$ cat config.mk
export PLATFORM = sky130hd
export DESIGN_NAME = ps2k_scan_rx
export DESIGN_NICKNAME = d
export VERILOG_FILES = /design/src/rtl/ps2k_pkg.sv /design/src/rtl/ps2k_line_filter.sv /design/src/rtl/ps2k_frame_rx.sv /design/src/rtl/ps2k_decoder.sv /design/src/rtl/ps2k_scan_rx.sv
export SDC_FILE = /design/constraint.sdc
export NUM_CORES = 1
export LEC_CHECK = 0
export BUFFER_PORTS_ARGS = -buffer_cell sky130_fd_sc_hd__buf_2
export CAP_MARGIN = 20
export CELL_PAD_IN_SITES_DETAIL_PLACEMENT = 1
export CELL_PAD_IN_SITES_GLOBAL_PLACEMENT = 1
export CORE_ASPECT_RATIO = 0.75
export CORE_MARGIN = 5
export CORE_UTILIZATION = 45
export CTS_CLUSTER_DIAMETER = 30
export CTS_CLUSTER_SIZE = 30
export DETAILED_ROUTE_END_ITERATION = 6
export GPL_TIMING_DRIVEN = 0
export MAX_ROUTING_LAYER = met4
export PLACE_DENSITY = 0.83
export SKIP_CTS_REPAIR_TIMING = 1
export SLEW_MARGIN = 40
export SYNTH_ARGS = -nofsm -noshare
export SYNTH_HDL_FRONTEND = slang
export SYNTH_SLANG_ARGS = --single-unit
$ cat constraint.sdc
create_clock -name clk -period 2 [get_ports clk]
set_input_delay 0.1 -clock clk [delete_from_list [all_inputs] [get_ports clk]]
set_output_delay 0.1 -clock clk [all_outputs]
set_load 0.05 [all_outputs]
$ cat src/rtl/ps2k_pkg.sv
package ps2k_pkg;
  localparam int FRAME_BITS = 11;
  localparam logic [7:0] PFX_EXT = 8'hE0;
  localparam logic [7:0] PFX_BRK = 8'hF0;

  typedef struct packed {
    logic [7:0] code;
    logic       ext;
    logic       rel;
  } key_event_t;
endpackage

$ cat src/rtl/ps2k_line_filter.sv
module ps2k_line_filter #(
  parameter int SYNC_STAGES = 2,
  parameter int FILT_LEN    = 4
) (
  input  logic clk,
  input  logic rst,
  input  logic raw_i,
  output logic clean_o
);
  localparam int CW = $clog2(FILT_LEN + 1);

  logic [SYNC_STAGES-1:0] sync_q;
  logic [CW-1:0]          run_q;
  logic                   sync_w;

  assign sync_w = sync_q[SYNC_STAGES-1];

  always_ff @(posedge clk) begin
    if (rst) sync_q <= '1;
    else     sync_q <= {sync_q[SYNC_STAGES-2:0], raw_i};
  end

  always_ff @(posedge clk) begin
    if (rst) begin
      run_q   <= '0;
      clean_o <= 1'b1;
    end else if (sync_w != clean_o) begin
      if (run_q == CW'(FILT_LEN - 1)) begin
        clean_o <= sync_w;
        run_q   <= '0;
      end else begin
        run_q <= run_q + 1'b1;
      end
    end else begin
      run_q <= '0;
    end
  end


  filt_follow_chk: assert property (@(posedge clk) disable iff (rst)
    (clean_o != $past(clean_o)) |-> ($past(sync_w) == clean_o));
endmodule

$ cat src/rtl/ps2k_frame_rx.sv
module ps2k_frame_rx
  import ps2k_pkg::*;
#(
  parameter int TIMEOUT_CYC = 10000
) (
  input  logic       clk,
  input  logic       rst,
  input  logic       kclk_i,
  input  logic       kdat_i,
  output logic       byte_vld_o,
  output logic [7:0] byte_o,
  output logic       ferr_o
);
  localparam int BW = $clog2(FRAME_BITS + 1);
  localparam int TW = $clog2(TIMEOUT_CYC + 1);

  logic          kclk_prev_q;
  logic [BW-1:0] bitcnt_q;
  logic [9:0]    sr_q;
  logic [TW-1:0] idle_q;
  logic          fall_w;
  logic          good_w;

  assign fall_w = kclk_prev_q & ~kclk_i;
  // sr_q[0]=start, sr_q[8:1]=data, sr_q[9]=parity; kdat_i is the stop bit
  assign good_w = ~sr_q[0] & kdat_i & (^sr_q[9:1]);

  always_ff @(posedge clk) begin
    if (rst) begin
      kclk_prev_q <= 1'b1;
      bitcnt_q    <= '0;
      sr_q        <= '0;
      idle_q      <= '0;
      byte_vld_o  <= 1'b0;
      byte_o      <= '0;
      ferr_o      <= 1'b0;
    end else begin
      kclk_prev_q <= kclk_i;
      byte_vld_o  <= 1'b0;
      ferr_o      <= 1'b0;
      if (fall_w) begin
        idle_q <= '0;
        if (bitcnt_q == BW'(FRAME_BITS - 1)) begin
          bitcnt_q   <= '0;
          byte_vld_o <= good_w;
          ferr_o     <= ~good_w;
          byte_o     <= sr_q[8:1];
        end else begin
          bitcnt_q <= bitcnt_q + 1'b1;
          sr_q     <= {kdat_i, sr_q[9:1]};
        end
      end else if (bitcnt_q != '0) begin
        if (idle_q == TW'(TIMEOUT_CYC - 1)) begin
          idle_q   <= '0;
          bitcnt_q <= '0;
        end else begin
          idle_q <= idle_q + 1'b1;
        end
      end else begin
        idle_q <= '0;
      end
    end
  end


  bitcnt_range_chk: assert property (@(posedge clk) disable iff (rst)
    bitcnt_q < BW'(FRAME_BITS));

  idle_bound_chk: assert property (@(posedge clk) disable iff (rst)
    idle_q < TW'(TIMEOUT_CYC));

  vld_err_excl_chk: assert property (@(posedge clk) disable iff (rst)
    !(byte_vld_o && ferr_o));
endmodule

$ cat src/rtl/ps2k_decoder.sv
module ps2k_decoder
  import ps2k_pkg::*;
(
  input  logic       clk,
  input  logic       rst,
  input  logic       byte_vld_i,
  input  logic [7:0] byte_i,
  input  logic       ferr_i,
  output logic       ev_valid_o,
  output key_event_t ev_o,
  output logic       err_o
);
  logic ext_q;
  logic rel_q;

  always_ff @(posedge clk) begin
    if (rst) begin
      ext_q      <= 1'b0;
      rel_q      <= 1'b0;
      ev_valid_o <= 1'b0;
      ev_o       <= '0;
      err_o      <= 1'b0;
    end else begin
      ev_valid_o <= 1'b0;
      err_o      <= ferr_i;
      if (ferr_i) begin
        ext_q <= 1'b0;
        rel_q <= 1'b0;
      end else if (byte_vld_i) begin
        if (byte_i == PFX_EXT) begin
          ext_q <= 1'b1;
        end else if (byte_i == PFX_BRK) begin
          rel_q <= 1'b1;
        end else begin
          ev_valid_o <= 1'b1;
          ev_o       <= '{code: byte_i, ext: ext_q, rel: rel_q};
          ext_q      <= 1'b0;
          rel_q      <= 1'b0;
        end
      end
    end
  end


  pfx_clear_chk: assert property (@(posedge clk) disable iff (rst)
    ev_valid_o |-> (!ext_q && !rel_q));

  ev_pulse_chk: assert property (@(posedge clk) disable iff (rst)
    ev_valid_o |=> !ev_valid_o);

  err_no_ev_chk: assert property (@(posedge clk) disable iff (rst)
    err_o |-> !ev_valid_o);

  err_clears_pfx_chk: assert property (@(posedge clk) disable iff (rst)
    err_o |-> (!ext_q && !rel_q));
endmodule

$ cat src/rtl/ps2k_scan_rx.sv
module ps2k_scan_rx
  import ps2k_pkg::*;
#(
  parameter int SYNC_STAGES = 2,
  parameter int FILT_LEN    = 4,
  parameter int TIMEOUT_CYC = 10000
) (
  input  logic       clk,
  input  logic       rst,
  input  logic       ps2_clk_i,
  input  logic       ps2_data_i,
  output logic       ev_valid_o,
  output logic [7:0] ev_code_o,
  output logic       ev_ext_o,
  output logic       ev_rel_o,
  output logic       frame_err_o
);
  localparam int NLINES = 2;

  logic [NLINES-1:0] raw_w;
  logic [NLINES-1:0] clean_w;
  logic              bvld_w;
  logic [7:0]        byte_w;
  logic              ferr_w;
  key_event_t        ev_w;

  assign raw_w = {ps2_data_i, ps2_clk_i};

  for (genvar i = 0; i < NLINES; i++) begin : g_line
    ps2k_line_filter #(
      .SYNC_STAGES(SYNC_STAGES),
      .FILT_LEN   (FILT_LEN)
    ) u_filt (
      .clk    (clk),
      .rst    (rst),
      .raw_i  (raw_w[i]),
      .clean_o(clean_w[i])
    );
  end

  ps2k_frame_rx #(
    .TIMEOUT_CYC(TIMEOUT_CYC)
  ) u_frame (
    .clk       (clk),
    .rst       (rst),
    .kclk_i    (clean_w[0]),
    .kdat_i    (clean_w[1]),
    .byte_vld_o(bvld_w),
    .byte_o    (byte_w),
    .ferr_o    (ferr_w)
  );

  ps2k_decoder u_dec (
    .clk       (clk),
    .rst       (rst),
    .byte_vld_i(bvld_w),
    .byte_i    (byte_w),
    .ferr_i    (ferr_w),
    .ev_valid_o(ev_valid_o),
    .ev_o      (ev_w),
    .err_o     (frame_err_o)
  );

  assign ev_code_o = ev_w.code;
  assign ev_ext_o  = ev_w.ext;
  assign ev_rel_o  = ev_w.rel;
endmodule

==> out/metrics.cfg, run 1 <==
[run_status]
outcome = finished, final reports clean

[drt]
wl_met1_um = 2710
wirelength_um = 5520
drt_pass1_iterations = 4
wl_met2_um = 2480
wl_met3_um = 237
drt-initial-drc-count = 72
drcViolationCount = 0
via_count = 1988
viasPerCell = 5.07
top_layer_used = met4
drtAntennaViolNets = 0
routedWlPerCell_um = 14.1

[worst_setup_path]
path_class = register to register
critPathSlowestCell = or4_4
critPathCaptureType = register
worstPathRequired_ps = 2210
path_cells = ha_1 > nand3_1 > or4_4 > buf_6 > o211ai_1 > a21oi_1
arrival_ps = 2070
cp_top_family = simple AND/OR/NAND/NOR gates
cp-start-kind = register
crit_path_max_incr_delay_ps = 540
cp_num_buf_inv = 1
critPathMaxFanout = 6

[power]
power_frac_clock = 0.442
p_leak_nw = 1.06
power_frac_seq = 0.543
ir_worst_vdd_v = 0.000492
pwr-share-comb = 0.014
switching_share = 0.215
power.density_nw_per_um2 = 808
netSwitchingPower_mw = 0.515
p_int_mw = 1.88
report.power.total_mw = 2.39

[clocking]
cts_root_buf = clkbuf_8
clk_path_buf_depth = 2
clock_latency_ps = 340
cts-htree-levels = 3
cts_made_buffers = 9
tritoncts = done
cts_sinks = 65
clk_pin_slew_ps = 70

[cells_and_area]
diodes = 0
area_delta_synth_final_pct = 15.9
final-seq-area_sq_um = 1300
fillers = 662
multiInputGateArea_sq_um = 1170
drive_above_1_share = 0.139
final_nets = 324

[synth]
ys_seq_elements = 65
yosysWarnings = 0
synth_top_area_frac = 0.509
synth.most_common_cell = dfxtp_1
synth_fp_nets = 295
synth_cell_type_count = 38
synth_enable_flop_cells = 0
synth_area_leader_cell = dfxtp_1
synth_flop_cell = dfxtp_1
syn_inst = 283
synth_common_cells = dfxtp_1, nand2_1, nor2_1, a21oi_1, xnor2_1
synth.area.top_cells = dfxtp_1, nand2_1, xnor2_1, nor2_1, a21oi_1
postSynth.asyncResetShare = 0
syn_avg_cell_area_sq_um = 9.04
yosysSeqAreaShare = 0.509
syn_area_sq_um = 2560

[die]
die_h_um = 75.3
fp-row-count = 23
core_sq_um = 5440
start_util = 0.470
die_area_sq_um = 7310
die_w_um = 97.1
io_pins = 16

[grt]
grt_max_degree = 12
grt_overflow = 0
grt_pass1_vias = 2060
grt_pass1_wl_um = 9670
grt_usage = 0.176
antenna_found_initial = 0

[place]
portBuffers = 15
place_congestion = 0.765
dpl.hpwl_um = 3920

[sta]
slew_violations = 0
rsz0062_at_grt = no
tns_ps = 0
period_needed_ps = 1870
relSlewSlack = 0.529
fin_skew_ps = 13.0
fmax_ghz = 0.536
finalSetupViolCount = 0
worst_slew_pin_slew_ps = 706
hold_slack_ps = 123
timing.final.crit_share = 0.934
final-hold-violation-count = 0

[job]
cap_violations = 0

[min_path]
min_path_type = input port to register

[power by group through the flow]
stage,logic (mW),registers (mW),clock network (mW)
2_1_floorplan,0.0193,1.33,0
3_3_place_gp,0.0312,1.33,0
3_5_place_dp,0.0322,1.33,0
4_1_cts,0.0324,1.30,1.09
5_1_grt,0.0390,1.30,1.15
6_report,0.0344,1.30,1.06
[worst min-delay path: stages]
cell and delay (ps):
buf_2 120, or3_1 160, nor2_1 40
[final timing paths]
kind	depth (start not counted)	to	startpoint	slack, ps
worst max-delay path	6	u_frame.bitcnt_q[1]$_SDFFE_PP0P_	u_frame.idle_q[0]$_SDFF_PP0_	130
worst min-delay path	3	g_line[1].u_filt.run_q[0]$_SDFF_PP0_	rst	120
worst max register to register	6	u_frame.bitcnt_q[1]$_SDFFE_PP0P_	u_frame.idle_q[0]$_SDFF_PP0_	130
worst min register to register	1	g_line[0].u_filt.sync_q[1]$_SDFF_PP1_	g_line[0].u_filt.sync_q[0]$_SDFF_PP1_	410
[logic make-up after synthesis]
group                    synth area share
flip-flops                          0.509
AO/OA/AOI/OAI                      0.0739
AND/OR/NAND/NOR                     0.226
buffers and inverters              0.0357
adder cells (fa/ha/maj)            0.0391
XOR/XNOR                           0.0773
multiplexers                       0.0391
[flip-flops by register name, summed over array words and instances, names as in the netlist, 2 cells and up]
register               count
g_line.u_filt.clean_o      2
u_dec.ev_o                10
u_frame.bitcnt_q           4
g_line.u_filt.run_q        6
u_frame.idle_q            14
u_frame.sr_q              10
g_line.u_filt.sync_q       4
u_frame.byte_o             8
[per-stage QoR]
| step | setup WS [ps] | area [sq um] | cells | utilization |
|---|---|---|---|---|
| CTS | -51.0 | 2910 | 389 | 0.536 |
| detailed placement | -34.4 | 2730 | 373 | 0.501 |
| finish | 133 | 2960 | 392 | 0.545 |
| global route | 19.5 | 2960 | 392 | 0.545 |
| floorplan | 190 | 2560 | 283 | - |
| global placement | 50.5 | 2730 | 373 | 0.501 |
[placed cells by master, fill, tap and decap left out, types with 3 or more instances in the layout]
cell type,n
xnor2_1,17
clkinv_2,4
inv_1,12
nand4_1,3
mux2i_1,10
ha_1,8
nand3_1,8
or3_1,4
xor2_1,3
buf_6,3
or2_2,5
nand3b_1,3
nor2b_1,3
buf_2,15
clkbuf_1,7
nor2_1,39
nand2_1,40
clkbuf_8,9
nor3_1,7
dfxtp_1,63
a21oi_1,24
[layer usage]
metal	up-vias	GRT usage
li1	1003	-
met1	950	0.206
met2	28	0.280
met3	7	0.0620
met4	0	0.0701
met5	-	-
[cell type report]
type,instances,area share
Sequential cell,65,0.440
Multi-Input combinational cell,196,0.396
Clock buffer,10,0.0431
Timing Repair Buffer,18,0.0359
Tap cell,75,0.0317
Clock inverter,6,0.0198
Buffer,10,0.0182
Inverter,12,0.0152
No activity file was read; power rests on OpenSTA's default activity.
==> run 2: changes to the inputs <==
--- a/config.mk
+++ b/config.mk
@@ -5,20 +5,21 @@
 export SDC_FILE = /design/constraint.sdc
 export NUM_CORES = 1
 export LEC_CHECK = 0
-export BUFFER_PORTS_ARGS = -buffer_cell sky130_fd_sc_hd__buf_2
 export CAP_MARGIN = 20
-export CELL_PAD_IN_SITES_DETAIL_PLACEMENT = 1
-export CELL_PAD_IN_SITES_GLOBAL_PLACEMENT = 1
+export CELL_PAD_IN_SITES_DETAIL_PLACEMENT = 2
+export CELL_PAD_IN_SITES_GLOBAL_PLACEMENT = 2
 export CORE_ASPECT_RATIO = 0.75
 export CORE_MARGIN = 5
-export CORE_UTILIZATION = 45
+export CORE_UTILIZATION = 39
 export CTS_CLUSTER_DIAMETER = 30
 export CTS_CLUSTER_SIZE = 30
 export DETAILED_ROUTE_END_ITERATION = 6
+export DONT_BUFFER_PORTS = 1
 export GPL_TIMING_DRIVEN = 0
 export MAX_ROUTING_LAYER = met4
-export PLACE_DENSITY = 0.83
+export PLACE_DENSITY = 0.84
 export SKIP_CTS_REPAIR_TIMING = 1
+export SKIP_LAST_GASP = 1
 export SLEW_MARGIN = 40
 export SYNTH_ARGS = -nofsm -noshare
 export SYNTH_HDL_FRONTEND = slang
==> run 2 against run 1 <==
  * Die area rose by 14%
  * Total power fell by 0.66%
  * Clock power barely moved
  * Cell count fell by 2.6%
  * Combinational power fell by 2%
  * Critical endpoint unchanged
  * Global-route usage fell by 1.2 points
  * Non-clock buffer count fell by 15
  * Critical path depth did not move
  * Maximum frequency fell by 0.40%
  * Setup slack got worse by 7.5 ps
  * Hold slack improved by 170 ps
  * Via count fell by 1.1%
==> out/metrics.cfg, run 2 (same netlist as run 1, synthesis figures left out) <==
[sta]
hold_slack_ps = 295  ; +172 ps
timing.final.crit_share = 0.937  ; +0.00373
period_needed_ps = 1870  ; +7.47 ps
finalSetupViolCount = 0  ; unchanged
layout_setup_ws_ps = 125  ; -7.47 ps
final-hold-violation-count = 0  ; unchanged
tns_ps = 0  ; unchanged
slew_violations = 0  ; unchanged
relSlewSlack = 0.503  ; -0.0269
worst_slew_pin_slew_ps = 746  ; +40.3 ps
fmax_ghz = 0.533  ; -0.40%
fin_skew_ps = 7.48  ; -5.48 ps

[cells_and_area]
utilization = 0.454  ; -0.0904
layout_commonest_cell = dfxtp_1
final_nets = 309  ; -4.6%
max_flop_register = u_frame.idle_q
layout.cells.most_common_list = dfxtp_1, nand2_1, nor2_1
area_delta_synth_final_pct = 12.8
reg_top3 = u_frame.idle_q x14, u_dec.ev_o x10, u_frame.sr_q x10
largest_reg_flops = 14  ; unchanged
fillers = 682  ; +3.0%
diodes = 0  ; unchanged
drive_above_1_share = 0.0897  ; -0.0491

[power]
pwr-share-comb = 0.014  ; about the same
power_frac_clock = 0.439  ; -0.003
netSwitchingPower_mw = 0.505  ; -1.9%
power.density_nw_per_um2 = 824  ; +2.0%
p_int_mw = 1.87  ; -0.33%
switching_share = 0.213  ; -0.00266
power_frac_seq = 0.547  ; +0.004
report.power.total_mw = 2.38  ; -0.66%
p_leak_nw = 0.973  ; -8.5%
ir_worst_vdd_v = 0.000323  ; -34%

[place]
dpl.hpwl_um = 4220  ; +7.6%
portBuffers = 0  ; -15
pre_cts_ws_ps = 7.39  ; +41.8 ps
place_congestion = 0.749  ; -2.1%

[grt]
antenna_found_initial = 0  ; unchanged
grt_pass1_vias = 2102  ; +2.0%
grt_max_degree = 11  ; -1
grt_pass1_wl_um = 10300  ; +6.9%
grt_usage = 0.164  ; -0.0119
grt_overflow = 0  ; unchanged

[clocking]
tritoncts = done
cts_root_buf = clkbuf_8
cts_made_buffers = 9  ; unchanged
cts_sinks = 65  ; unchanged
cts-htree-levels = 3  ; unchanged
clk_path_buf_depth = 2  ; unchanged
clk_pin_slew_ps = 70  ; about the same
clock_latency_ps = 340  ; about the same

[worst_setup_path]
crit_path_max_incr_delay_ps = 520  ; -20 ps
arrival_ps = 2080  ; about the same
path_cells = ha_1 > nand3_2 > or4_4 > buf_6 > o211ai_1 > a21oi_1
worstPathRequired_ps = 2200  ; about the same
critPathMaxFanout = 6  ; unchanged
path_class = register to register
critPathSlowestCell = or4_4
cp-start-kind = register
critPathCaptureType = register

[job]
cap_violations = 0  ; unchanged

[die]
io_pins = 16  ; unchanged
die_area_sq_um = 8290  ; +14%
die_h_um = 80.1  ; +6.4%
start_util = 0.403  ; -0.0675
fp-row-count = 25  ; +8.7%
core_sq_um = 6350  ; +17%
die_w_um = 104  ; +6.7%

[drt]
drtAntennaViolNets = 0  ; unchanged
viasPerCell = 5.15  ; +1.5%
drt-initial-drc-count = 36  ; -50%
wirelength_um = 6080  ; +10%
via_count = 1966  ; -1.1%
routedWlPerCell_um = 15.9  ; +13%
drcViolationCount = 0  ; unchanged
drt_pass1_iterations = 4  ; unchanged

[run_status]
outcome = finished, final reports clean

[min_path]
min_path_type = input port to register

run 2: power groups by stage:
stage               Combinational (mW)  Sequential (mW)  Clock, mW
floorplan                       0.0193             1.33          0
finish                          0.0338             1.30       1.04
global placement                0.0289             1.33          0
CTS                             0.0300             1.30       1.08
global route                    0.0385             1.30       1.14
detailed placement              0.0296             1.33          0
run 2: stage by stage:
step                      cell area (sq um)  cells
after floorplan                        2560    283
after global placement                 2660    364
after detailed placement               2660    364
after CTS                              2840    379
after global routing                   2890    382
final                                  2890    382
run 2: final cells by class:
class	instances	area (sq um)	area share
Buffer	10	53.8	0.0186
Clock buffer	11	131	0.0455
Clock inverter	4	45.0	0.0156
Inverter	12	45.0	0.0156
Multi-Input combinational cell	196	1180	0.408
Sequential cell	65	1300	0.451
Tap cell	81	101	0.0351
Timing Repair Buffer	3	30.0	0.0104
run 2: metal layers:
layer / GRT usage / share of wire / vias to the layer above
met5: - / 0 / -
met4: 0.0721 / 0.018 / 0
met3: 0.0530 / 0.036 / 11
met2: 0.259 / 0.46 / 30
met1: 0.192 / 0.48 / 957
li1: - / - / 968
run 2: worst max-delay path: cells and delay by family (launching register included):
| kind | cells | cell delay [ps] |
|---|---|---|
| adders and majority gates | 1 | 250 |
| and+or+nand+nor | 2 | 670 |
| buffers and inverters | 1 | 150 |
| AOI/OAI and AO/OA | 2 | 270 |
| DFF | 1 | 380 |
run 2: final timing paths:
path,end,depth (start not counted),slack [ps],start
worst max-delay path,u_frame.bitcnt_q[1]$_SDFFE_PP0P_,6,130,u_frame.idle_q[0]$_SDFF_PP0_
worst min-delay path,g_line[1].u_filt.clean_o$_SDFFE_PP1P_,2,300,rst
worst max register to register,u_frame.bitcnt_q[1]$_SDFFE_PP0P_,6,130,u_frame.idle_q[0]$_SDFF_PP0_
worst min register to register,g_line[0].u_filt.sync_q[1]$_SDFF_PP1_,1,420,g_line[0].u_filt.sync_q[0]$_SDFF_PP1_
==> run 3: changes to the inputs <==
--- a/config.mk
+++ b/config.mk
@@ -10,14 +10,15 @@
 export CELL_PAD_IN_SITES_GLOBAL_PLACEMENT = 2
 export CORE_ASPECT_RATIO = 0.75
 export CORE_MARGIN = 5
-export CORE_UTILIZATION = 39
+export CORE_UTILIZATION = 42
 export CTS_CLUSTER_DIAMETER = 30
 export CTS_CLUSTER_SIZE = 30
 export DETAILED_ROUTE_END_ITERATION = 6
 export DONT_BUFFER_PORTS = 1
 export GPL_TIMING_DRIVEN = 0
 export MAX_ROUTING_LAYER = met4
-export PLACE_DENSITY = 0.84
+export PLACE_DENSITY = 0.89
+export SETUP_SLACK_MARGIN = 0.15
 export SKIP_CTS_REPAIR_TIMING = 1
 export SKIP_LAST_GASP = 1
 export SLEW_MARGIN = 40
==> constraint.sdc (replaced) <==
create_clock -name clk -period 2.4 [get_ports clk]
set_input_delay 0.12 -clock clk [delete_from_list [all_inputs] [get_ports clk]]
set_output_delay 0.12 -clock clk [all_outputs]
set_load 0.05 [all_outputs]
==> run 3 against run 2 <==
  * First-iteration DRC count rose by 83%
  * Clock power barely moved
  * Setup slack improved by 210 ps
  * Critical path depth rose by 1
  * Non-clock buffer count did not move
  * Largest cell class unchanged
  * Cell count fell by 0.52%
  * Sequential share of layout area fell by 0.49 points
  * Via count rose by 0.66%
==> out/metrics.cfg, run 3 (same netlist as run 1, synthesis figures left out) <==
[run_status]
outcome = finished, final reports clean

[die]
die_area_sq_um = 7770  ; -6.4%
start_util = 0.437  ; +0.0340
fp-row-count = 24  ; -4.0%
core_sq_um = 5860  ; -7.8%
die_h_um = 77.6  ; -3.2%
die_w_um = 100  ; -3.3%
io_pins = 16  ; unchanged

[grt]
grt_max_degree = 12  ; +1
grt_overflow = 0  ; unchanged
grt_pass1_wl_um = 11100  ; +7.5%
grt_pass1_vias = 2201  ; +4.7%
grt_usage = 0.188  ; +0.0246
antenna_found_initial = 0  ; unchanged

[cells_and_area]
max_flop_register = u_frame.idle_q
fillers = 652  ; -4.4%
final_cells = 380  ; -0.52%
reg_top3 = u_frame.idle_q x14, u_dec.ev_o x10, u_frame.sr_q x10
drive_above_1_share = 0.0828  ; -0.00692
final_nets = 309  ; unchanged
area_delta_synth_final_pct = 13.9
diodes = 0  ; unchanged
layout.cells.most_common_list = dfxtp_1, nand2_1, nor2_1
largest_reg_flops = 14  ; unchanged
layout_commonest_cell = dfxtp_1

[sta]
finalSetupViolCount = 0  ; unchanged
timing.final.crit_share = 0.862  ; -0.0751
relSlewSlack = 0.527  ; +0.0242
fin_skew_ps = 11.6  ; +4.09 ps
tns_ps = 0  ; unchanged
period_needed_ps = 2070  ; +195 ps
fmax_ghz = 0.483  ; -9.4%
final-hold-violation-count = 0  ; unchanged
slew_violations = 0  ; unchanged
rsz0062_at_grt = no
worst_slew_pin_slew_ps = 710  ; -36.3 ps

[drt]
drt-initial-drc-count = 66  ; +83%
routedWlPerCell_um = 17.5  ; +9.7%
drt_pass1_iterations = 4  ; unchanged
drcViolationCount = 0  ; unchanged
drtAntennaViolNets = 0  ; unchanged
wirelength_um = 6640  ; +9.1%
via_count = 1979  ; +0.66%
viasPerCell = 5.21  ; +1.2%

[clocking]
clk_path_buf_depth = 2  ; unchanged
cts-htree-levels = 3  ; unchanged
clk_pin_slew_ps = 70  ; about the same
cts_made_buffers = 9  ; unchanged
clock_latency_ps = 340  ; about the same
tritoncts = done
cts_root_buf = clkbuf_8
cts_sinks = 65  ; unchanged

[worst_setup_path]
path_cells = inv_1 > ha_1 > and3b_1 > nor2_1 > clkbuf_1 > nand2_1 > a21oi_1
critPathSlowestCell = dfxtp_1
worstPathRequired_ps = 2650  ; +450 ps
cp-start-kind = register
critPathCaptureType = register
path_class = register to register
critPathMaxFanout = 10  ; +4
crit_path_max_incr_delay_ps = 400  ; -120 ps
arrival_ps = 2320  ; +240 ps

[power]
netSwitchingPower_mw = 0.439  ; -13%
p_int_mw = 1.73  ; -7.7%
p_leak_nw = 0.986  ; +1.4%
ir_worst_vdd_v = 0.000495  ; +53%
switching_share = 0.202  ; -0.0102
power.density_nw_per_um2 = 744  ; -9.7%
pwr-share-comb = 0.013  ; about the same
power_frac_clock = 0.487  ; +0.048
power_frac_seq = 0.500  ; -0.047

[job]
cap_violations = 0  ; unchanged

[place]
dp_cells = 361  ; -0.82%
portBuffers = 0  ; unchanged
dpl.hpwl_um = 4560  ; +8.1%
place_congestion = 0.727  ; -3.0%

[min_path]
min_path_type = input port to register

run 3: cell count changes in the layout (fill, tap and decap cells not counted), sizes merged:
cell,change
clkinv,-1
bufinv,+1
clkinvlp,+1
run 3: through the flow:
| stage | setup slack (ps) | area, sq um | total power [mW] | hold WS (ps) | utilization |
|---|---|---|---|---|---|
| floorplan | 590 | 2560 | 1.12 | 224 | - |
| global placement | 444 | 2660 | 1.13 | 225 | 0.453 |
| global route | 187 | 2910 | 2.24 | 31.9 | 0.498 |
| CTS | 327 | 2880 | 2.18 | -123 | 0.493 |
| detailed placement | 422 | 2660 | 1.13 | 227 | 0.453 |
| finish | 330 | 2910 | 2.17 | 17.3 | 0.498 |
run 3: worst paths after layout:
kind	cells past startpoint	to	slack, ps	start
setup / recovery	7	u_frame.sr_q[0]$_SDFFE_PP0P_	330	u_frame.bitcnt_q[0]$_SDFFE_PP0P_
hold / removal	3	u_frame.idle_q[4]$_SDFF_PP0_	20	rst
setup reg to reg	7	u_frame.sr_q[0]$_SDFFE_PP0P_	330	u_frame.bitcnt_q[0]$_SDFFE_PP0P_
hold reg to reg	1	g_line[0].u_filt.sync_q[1]$_SDFF_PP1_	420	g_line[0].u_filt.sync_q[0]$_SDFF_PP1_
run 3: critical path: cells and delay by family, from the launching register on:
kind | cells | cell delay [ps]
compound gates | 1 | 160
fa+ha+maj | 1 | 240
buf+inv | 2 | 510
flops | 1 | 400
simple gates | 3 | 680
run 3: power by group through the flow:
| stage | Combinational, mW | Clock (mW) | Sequential [mW] |
|---|---|---|---|
| after global placement | 0.0241 | 0 | 1.11 |
| after detailed placement | 0.0250 | 0 | 1.11 |
| final | 0.0286 | 1.06 | 1.08 |
| after global routing | 0.0319 | 1.12 | 1.08 |
| after CTS | 0.0256 | 1.08 | 1.08 |
| after floorplan | 0.0161 | 0 | 1.11 |
run 3: layout make-up:
type,count,area [sq um],area share
Timing Repair Buffer,3,30.0,0.0103
Buffer,10,46.3,0.0159
Multi-Input combinational cell,196,1160,0.400
Tap cell,78,97.6,0.0335
Sequential cell,65,1300,0.447
Clock inverter,5,77.6,0.0266
Inverter,12,45.0,0.0155
Clock buffer,11,151,0.0520
run 3: metal layers:
metal  part of all wire  wire, um  track usage  vias to the layer above
li1                   -         -            -                      967
met1               0.46      3020        0.216                      979
met2               0.50      3300        0.319                       27
met3              0.040       266       0.0582                        6
met4             0.0078        52       0.0511                        0
met5                  0         0            -                        -
